File: src/rtl/kbd_pkg.sv
`timescale 1ns/1ps
package kbd_pkg;
  typedef enum logic [1:0] {
    PORT_LO   = 2'd0,
    PORT_ROWS = 2'd1,
    PORT_HI   = 2'd2,
    PORT_NONE = 2'd3
  } portAddr_e;

  typedef struct packed {
    logic wrSelLo;
    logic wrSelHi;
    logic rdScanLo;
    logic rdRows;
    logic rdScanHi;
  } portStrobe_t;
endpackage

File: src/rtl/kbd_first_col.sv
`timescale 1ns/1ps
module kbd_first_col #(
  parameter int W = 8
) (
  input  logic [W-1:0] anyKey,
  output logic [W-1:0] code
);
  always_comb begin
    code = '1;
    for (int i = W - 1; i >= 0; i--) begin
      if (anyKey[i]) begin
        code = '1;
        code[i] = 1'b0;
      end
    end
  end
endmodule

File: src/rtl/kbd_ctrl.sv
`timescale 1ns/1ps
module kbd_ctrl
  import kbd_pkg::*;
(
  input  logic        clk,
  input  logic        rstN,
  input  logic [1:0]  addr,
  input  logic        wrEn,
  input  logic        rdEn,
  output portStrobe_t stb
);
  always_comb begin
    stb = '0;
    unique case (portAddr_e'(addr))
      PORT_LO: begin
        stb.wrSelLo  = wrEn;
        stb.rdScanLo = rdEn;
      end
      PORT_ROWS: stb.rdRows = rdEn;
      PORT_HI: begin
        stb.wrSelHi  = wrEn;
        stb.rdScanHi = rdEn;
      end
      default: stb = '0;
    endcase
  end


  rd_excl_chk: assert property (@(posedge clk) disable iff (!rstN)
    $onehot0({stb.rdScanLo, stb.rdRows, stb.rdScanHi}));

  no_wr_bad_addr_chk: assert property (@(posedge clk) disable iff (!rstN)
    (addr == 2'd1 || addr == 2'd3) |-> !(stb.wrSelLo || stb.wrSelHi));
endmodule

File: src/rtl/kbd_datapath.sv
`timescale 1ns/1ps
module kbd_datapath
  import kbd_pkg::*;
#(
  parameter int COLS_LO = 8,
  parameter int COLS_HI = 4,
  parameter int ROWS    = 6,
  parameter int DATA_W  = 8,
  parameter int TAPE_W  = 8
) (
  input  logic                      clk,
  input  logic                      rstN,
  input  portStrobe_t               stb,
  input  logic [DATA_W-1:0]         wrData,
  input  logic [(COLS_LO+COLS_HI)*ROWS-1:0] keyMap,
  input  logic                      extraKey,
  input  logic [TAPE_W-1:0]         tapeSample,
  output logic [DATA_W-1:0]         rdData
);
  localparam int COLS = COLS_LO + COLS_HI;

  logic [COLS_LO-1:0] selLo;
  logic [COLS_HI-1:0] selHi;
  logic [COLS-1:0]    selAll;
  logic [COLS-1:0]    colAny;
  logic [ROWS-1:0]    rowOr;
  logic [DATA_W-1:0]  rowsByte;
  logic [COLS_LO-1:0] codeLo;
  logic [COLS_HI-1:0] codeHi;
  logic               unusedBits;

  assign unusedBits = ^{wrData[DATA_W-1:COLS_HI], tapeSample[TAPE_W-2:0]};

  always_ff @(posedge clk) begin
    if (!rstN) begin
      selLo <= '1;
      selHi <= '1;
    end else begin
      if (stb.wrSelLo) selLo <= wrData[COLS_LO-1:0];
      if (stb.wrSelHi) selHi <= wrData[COLS_HI-1:0];
    end
  end

  assign selAll = {selHi, selLo};

  for (genvar c = 0; c < COLS; c++) begin : g_col
    assign colAny[c] = |keyMap[c*ROWS +: ROWS];
  end

  always_comb begin
    rowOr = '0;
    for (int c = 0; c < COLS; c++) begin
      if (!selAll[c]) rowOr = rowOr | keyMap[c*ROWS +: ROWS];
    end
  end

  assign rowsByte = {~rowOr, ~extraKey, ~tapeSample[TAPE_W-1]};

  kbd_first_col #(.W(COLS_LO)) u_scanLo (.anyKey(colAny[COLS_LO-1:0]), .code(codeLo));
  kbd_first_col #(.W(COLS_HI)) u_scanHi (.anyKey(colAny[COLS-1:COLS_LO]), .code(codeHi));

  always_comb begin
    rdData = '0;
    if (stb.rdScanLo)      rdData = {{(DATA_W-COLS_LO){1'b1}}, codeLo};
    else if (stb.rdRows)   rdData = rowsByte;
    else if (stb.rdScanHi) rdData = {{(DATA_W-COLS_HI){1'b0}}, codeHi};
  end


  idle_rows_chk: assert property (@(posedge clk) disable iff (!rstN)
    (stb.rdRows && (&selAll)) |-> (&rdData[DATA_W-1:2]));

  sel_lo_load_chk: assert property (@(posedge clk) disable iff (!rstN)
    stb.wrSelLo |=> (selLo == $past(wrData[COLS_LO-1:0])));

  sel_hi_load_chk: assert property (@(posedge clk) disable iff (!rstN)
    stb.wrSelHi |=> (selHi == $past(wrData[COLS_HI-1:0])));

  unsel_quiet_chk: assert property (@(posedge clk) disable iff (!rstN)
    (stb.rdRows && ((colAny & ~selAll) == '0)) |-> (&rdData[DATA_W-1:2]));

  extra_key_chk: assert property (@(posedge clk) disable iff (!rstN)
    stb.rdRows |-> (rdData[1] == !extraKey));

  tape_sign_chk: assert property (@(posedge clk) disable iff (!rstN)
    stb.rdRows |-> (rdData[0] == !tapeSample[TAPE_W-1]));

  scan_lo_code_chk: assert property (@(posedge clk) disable iff (!rstN)
    stb.rdScanLo |-> ($countones(~rdData) <= 1 && ((&rdData) == (colAny[COLS_LO-1:0] == '0))));

  scan_hi_code_chk: assert property (@(posedge clk) disable iff (!rstN)
    stb.rdScanHi |-> (rdData[DATA_W-1:COLS_HI] == '0 && $countones(~rdData[COLS_HI-1:0]) <= 1));

  idle_bus_chk: assert property (@(posedge clk) disable iff (!rstN)
    !(stb.rdScanLo || stb.rdRows || stb.rdScanHi) |-> (rdData == '0));

  sel_hold_chk: assert property (@(posedge clk) disable iff (!rstN)
    !(stb.wrSelLo || stb.wrSelHi) |=> ($stable(selLo) && $stable(selHi)));
endmodule

File: src/rtl/kbd_matrix_port.sv
`timescale 1ns/1ps
module kbd_matrix_port
  import kbd_pkg::*;
#(
  parameter int COLS_LO = 8,
  parameter int COLS_HI = 4,
  parameter int ROWS    = 6,
  parameter int DATA_W  = 8,
  parameter int TAPE_W  = 8
) (
  input  logic                               clk,
  input  logic                               rstN,
  input  logic [1:0]                         addr,
  input  logic                               wrEn,
  input  logic [DATA_W-1:0]                  wrData,
  input  logic                               rdEn,
  output logic [DATA_W-1:0]                  rdData,
  input  logic [(COLS_LO+COLS_HI)*ROWS-1:0]  keyMap,
  input  logic                               extraKey,
  input  logic [TAPE_W-1:0]                  tapeSample
);
  portStrobe_t stb;

  kbd_ctrl u_ctrl (
    .clk(clk), .rstN(rstN), .addr(addr), .wrEn(wrEn), .rdEn(rdEn), .stb(stb)
  );

  kbd_datapath #(
    .COLS_LO(COLS_LO), .COLS_HI(COLS_HI), .ROWS(ROWS),
    .DATA_W(DATA_W), .TAPE_W(TAPE_W)
  ) u_dp (
    .clk(clk), .rstN(rstN), .stb(stb), .wrData(wrData), .keyMap(keyMap),
    .extraKey(extraKey), .tapeSample(tapeSample), .rdData(rdData)
  );
endmodule

File: config.mk
export PLATFORM = sky130hd
export DESIGN_NAME = kbd_matrix_port
export DESIGN_NICKNAME = d
export VERILOG_FILES = /design/src/rtl/kbd_pkg.sv /design/src/rtl/kbd_first_col.sv /design/src/rtl/kbd_ctrl.sv /design/src/rtl/kbd_datapath.sv /design/src/rtl/kbd_matrix_port.sv
export SDC_FILE = /design/constraint.sdc
export NUM_CORES = 1
export LEC_CHECK = 0
export BUFFER_PORTS_ARGS = -buffer_cell sky130_fd_sc_hd__buf_2
export CORE_ASPECT_RATIO = 2
export CORE_MARGIN = 2
export CORE_UTILIZATION = 40
export DETAILED_ROUTE_END_ITERATION = 8
export GPL_TIMING_DRIVEN = 1
export HOLD_SLACK_MARGIN = 0.06
export PLACE_DENSITY = 0.87
export SLEW_MARGIN = 5
export SYNTH_ARGS = -nofsm -noshare
export SYNTH_HDL_FRONTEND = slang
export SYNTH_HIERARCHICAL = 1
export SYNTH_SLANG_ARGS = --single-unit
export TNS_END_PERCENT = 30
File: constraint.sdc
create_clock -name clk -period 2.6 [get_ports clk]
set_input_delay 0 -clock clk [delete_from_list [all_inputs] [get_ports clk]]
set_output_delay 0 -clock clk [all_outputs]
set_load 0.02 [all_outputs]
==> metrics <==
status=complete, no violations; Tot Pwr=between 0.6 and 0.7 mW; TritonCTS clock tree=yes; register area share after synthesis=~19%; drt wl/cell=around 18 um; CP bufs+invs=2; Core Util, Final=a little under two thirds; Worst Skew=0 ps; Finished Cell Area=between 0.0015 and 0.002 sq mm; Hold Vio Cnt, Final=0; LEAKAGE=roughly 0.93 nW; share of cells above drive strength 1=between 30% and 40%; Peak Freq=~0.56 GHz; Net Count, Synth=approximately 270; library cells used by synthesis=31; final cycle utilization of the critical path=about two thirds; CP Launch Point=u_dp/selHi[0]; placed cells=293; pwr/cell area=~340 mW/mm^2; cell count after synthesis=around 170; RSZ-0062 raised after global routing=no; I/O pin count=between 100 and 150; Setup Crit Path Kind=flop to output port; DR vias=1927; worst hold margin=just under 80 ps; CP Cell Sequence=inv_1 > a22o_1 > a2111oi_0 > a32o_1 > buf_2; min-delay worst type=input port to flop; post-route ant nets=0; Syn. warnings=6; Num CTS Buffers=3; H-tree depth=1; clk_lat worst skew=240 ps; Final min period=about 1800 ps; Post-CTS Hold Buffers=8; worst setup margin=816 ps; Worst Path Arrival=around 1800 ps; Iteration-0 DRC Markers=about 140; Max clock buf depth=2; die width=roughly 43 um; VDD IR max=between 0.3 and 0.4 mV; Core Region=roughly 0.0029 sq mm; GRT overflow=0; mean post-synth cell area=about 7.2 sq um; RR Startpoint=u_dp/selHi[1]; effective utilization at floorplan=a little over two fifths; CP Data Required Time=2600 ps; num rows=28; DPL Wire Length=about 4500 um; met1 GRT Util=between 20 and 30%; max-slew violations=0; first-pass GRT wire length=just under 8000 um; ant diodes=0; Non-Filler Instances=approximately 310; clk sinks=12; CTS Root Cell=clkbuf_8; setup slack at placement=960 ps; max_cap viols=0; Syn Std Cell Area=roughly 0.0012 sq mm; largest net degree at the start of global routing=17; P&R area growth vs syn=52.1%; drt first pass iters=6; Slew @ Worst Pin=between 400 and 500 ps; Post-Route WL=approximately 5500 um; IO buf count=95; vias in the first global route=around 1800; met3 usage=~2.6%; number of setup buffers added after CTS=0; Clock transition at path regs=50 ps; GR met2 Demand/Resource=a little over half; nets=about 370; reg-to-reg slack, setup=around 1800 ps; Largest delay share family, worst path=compound AO/OA/AOI/OAI gates; slowest cell on the critical path=a2111oi_0; die area=~0.0036 sq mm; setup TNS=0 ps; antenna violations before repair=0; register bit total from synthesis=12; Vias/cell=around 6.3; gr usage total=29.7%; setup violators final=0; Cell Area, Placed=about 0.0017 sq mm; crit end category=output port; DRC Markers=0; Die Ht=~83 um; Slowest Stage Delay on Critical Path=between 400 and 500 ps; GP Congestion=0.913; Resized cells post-CTS=0; Most Used Layer, Global Route=met2; CP startpoint kind=flop; CP Max Fanout=6; Worst slew margin=65.9%; hold_sp=rstN
## routing by layer
| layer | vias to the layer above | share of wire (%) |
|---|---|---|
| li1 | 886 | - |
| met1 | 857 | 32 |
| met2 | 152 | 54 |
| met3 | 32 | 8.4 |
| met4 | 0 | 6.1 |
| met5 | - | 0 |
## cells in the mapped netlist (all sizes together)
cell | instances | area, sq um
and3b | 3 | 26.3
a222oi | 6 | 60.1
nor3b | 3 | 22.5
o211ai | 12 | 90.1
a221oi | 5 | 50.0
nor2b | 5 | 31.3
nand2b | 1 | 13.8
nor2 | 13 | 48.8
a2111oi | 5 | 43.8
a22o | 12 | 105
nor4b | 1 | 8.76
dfxtp | 12 | 240
o22ai | 2 | 12.5
or2b | 1 | 7.51
o21ai | 2 | 10.0
a2111o | 1 | 11.3
nand3b | 2 | 15.0
clkbuf | 5 | 18.8
a21oi | 2 | 10.0
inv | 18 | 67.6
nand2 | 31 | 116
and3 | 2 | 12.5
a221o | 2 | 20.0
a22oi | 4 | 30.0
or3b | 1 | 8.76
a32o | 4 | 40.0
nor4 | 13 | 96.3
nand3 | 2 | 10.0
or4b | 1 | 10.0
## flip-flops by register name (all words and copies together), names as in the netlist
name / flops
u_dp/selHi: 4
u_dp/selLo: 8
## layout by cell type (no fill, tap or decap), types with 2 or more instances in the layout
cell type       n
nor3b_1         3
buf_2          95
a22oi_1         4
a221oi_1        4
a2111oi_0       5
a32o_1          4
o22ai_1         2
a21oi_1         2
o21ai_0         2
buf_4           2
nand3b_1        2
dlygate4sd3_1   8
nor4_1         12
a22o_1         12
nand2_1        31
a221o_1         2
dfxtp_1        12
nand3_1         2
nor2b_1         5
nor2_1         13
o211ai_1       12
clkbuf_8        4
inv_1          18
and3_1          2
and3b_1         3
a222oi_1        6
## layout make-up
class	count	area [sq um]
Fill cell	267	1060
Multi-Input combinational cell	136	911
Inverter	18	67.6
Timing Repair Buffer	105	571
Clock buffer	4	55.1
Sequential cell	12	240
Tap cell	30	37.5
## cells by family (layout without fill, tap and decap cells)
kind of cell / after synthesis / count (layout) / synth area share [%]
AO/OA/AOI/OAI: 57 / 57 / 39.0
buffers and inverters: 23 / 127 / 6.98
flip-flops: 12 / 12 / 19.4
AND/OR/NAND/NOR: 79 / 79 / 34.6
## report_power, final
part	internal, mW	switching (mW)
logic	0.108	0.123
registers	0.194	0.00336
clock network	0.134	0.0681
total	0.436	0.195
## worst paths after layout
kind,end,depth (start not counted)
worst min register to register,u_dp/selHi[3],2
worst max register to register,u_dp/selHi[1],2
worst max-delay path,rdData[6],5
worst min-delay path,u_dp/selLo[6],2
Note: power is estimated with default switching activity, not from simulation.
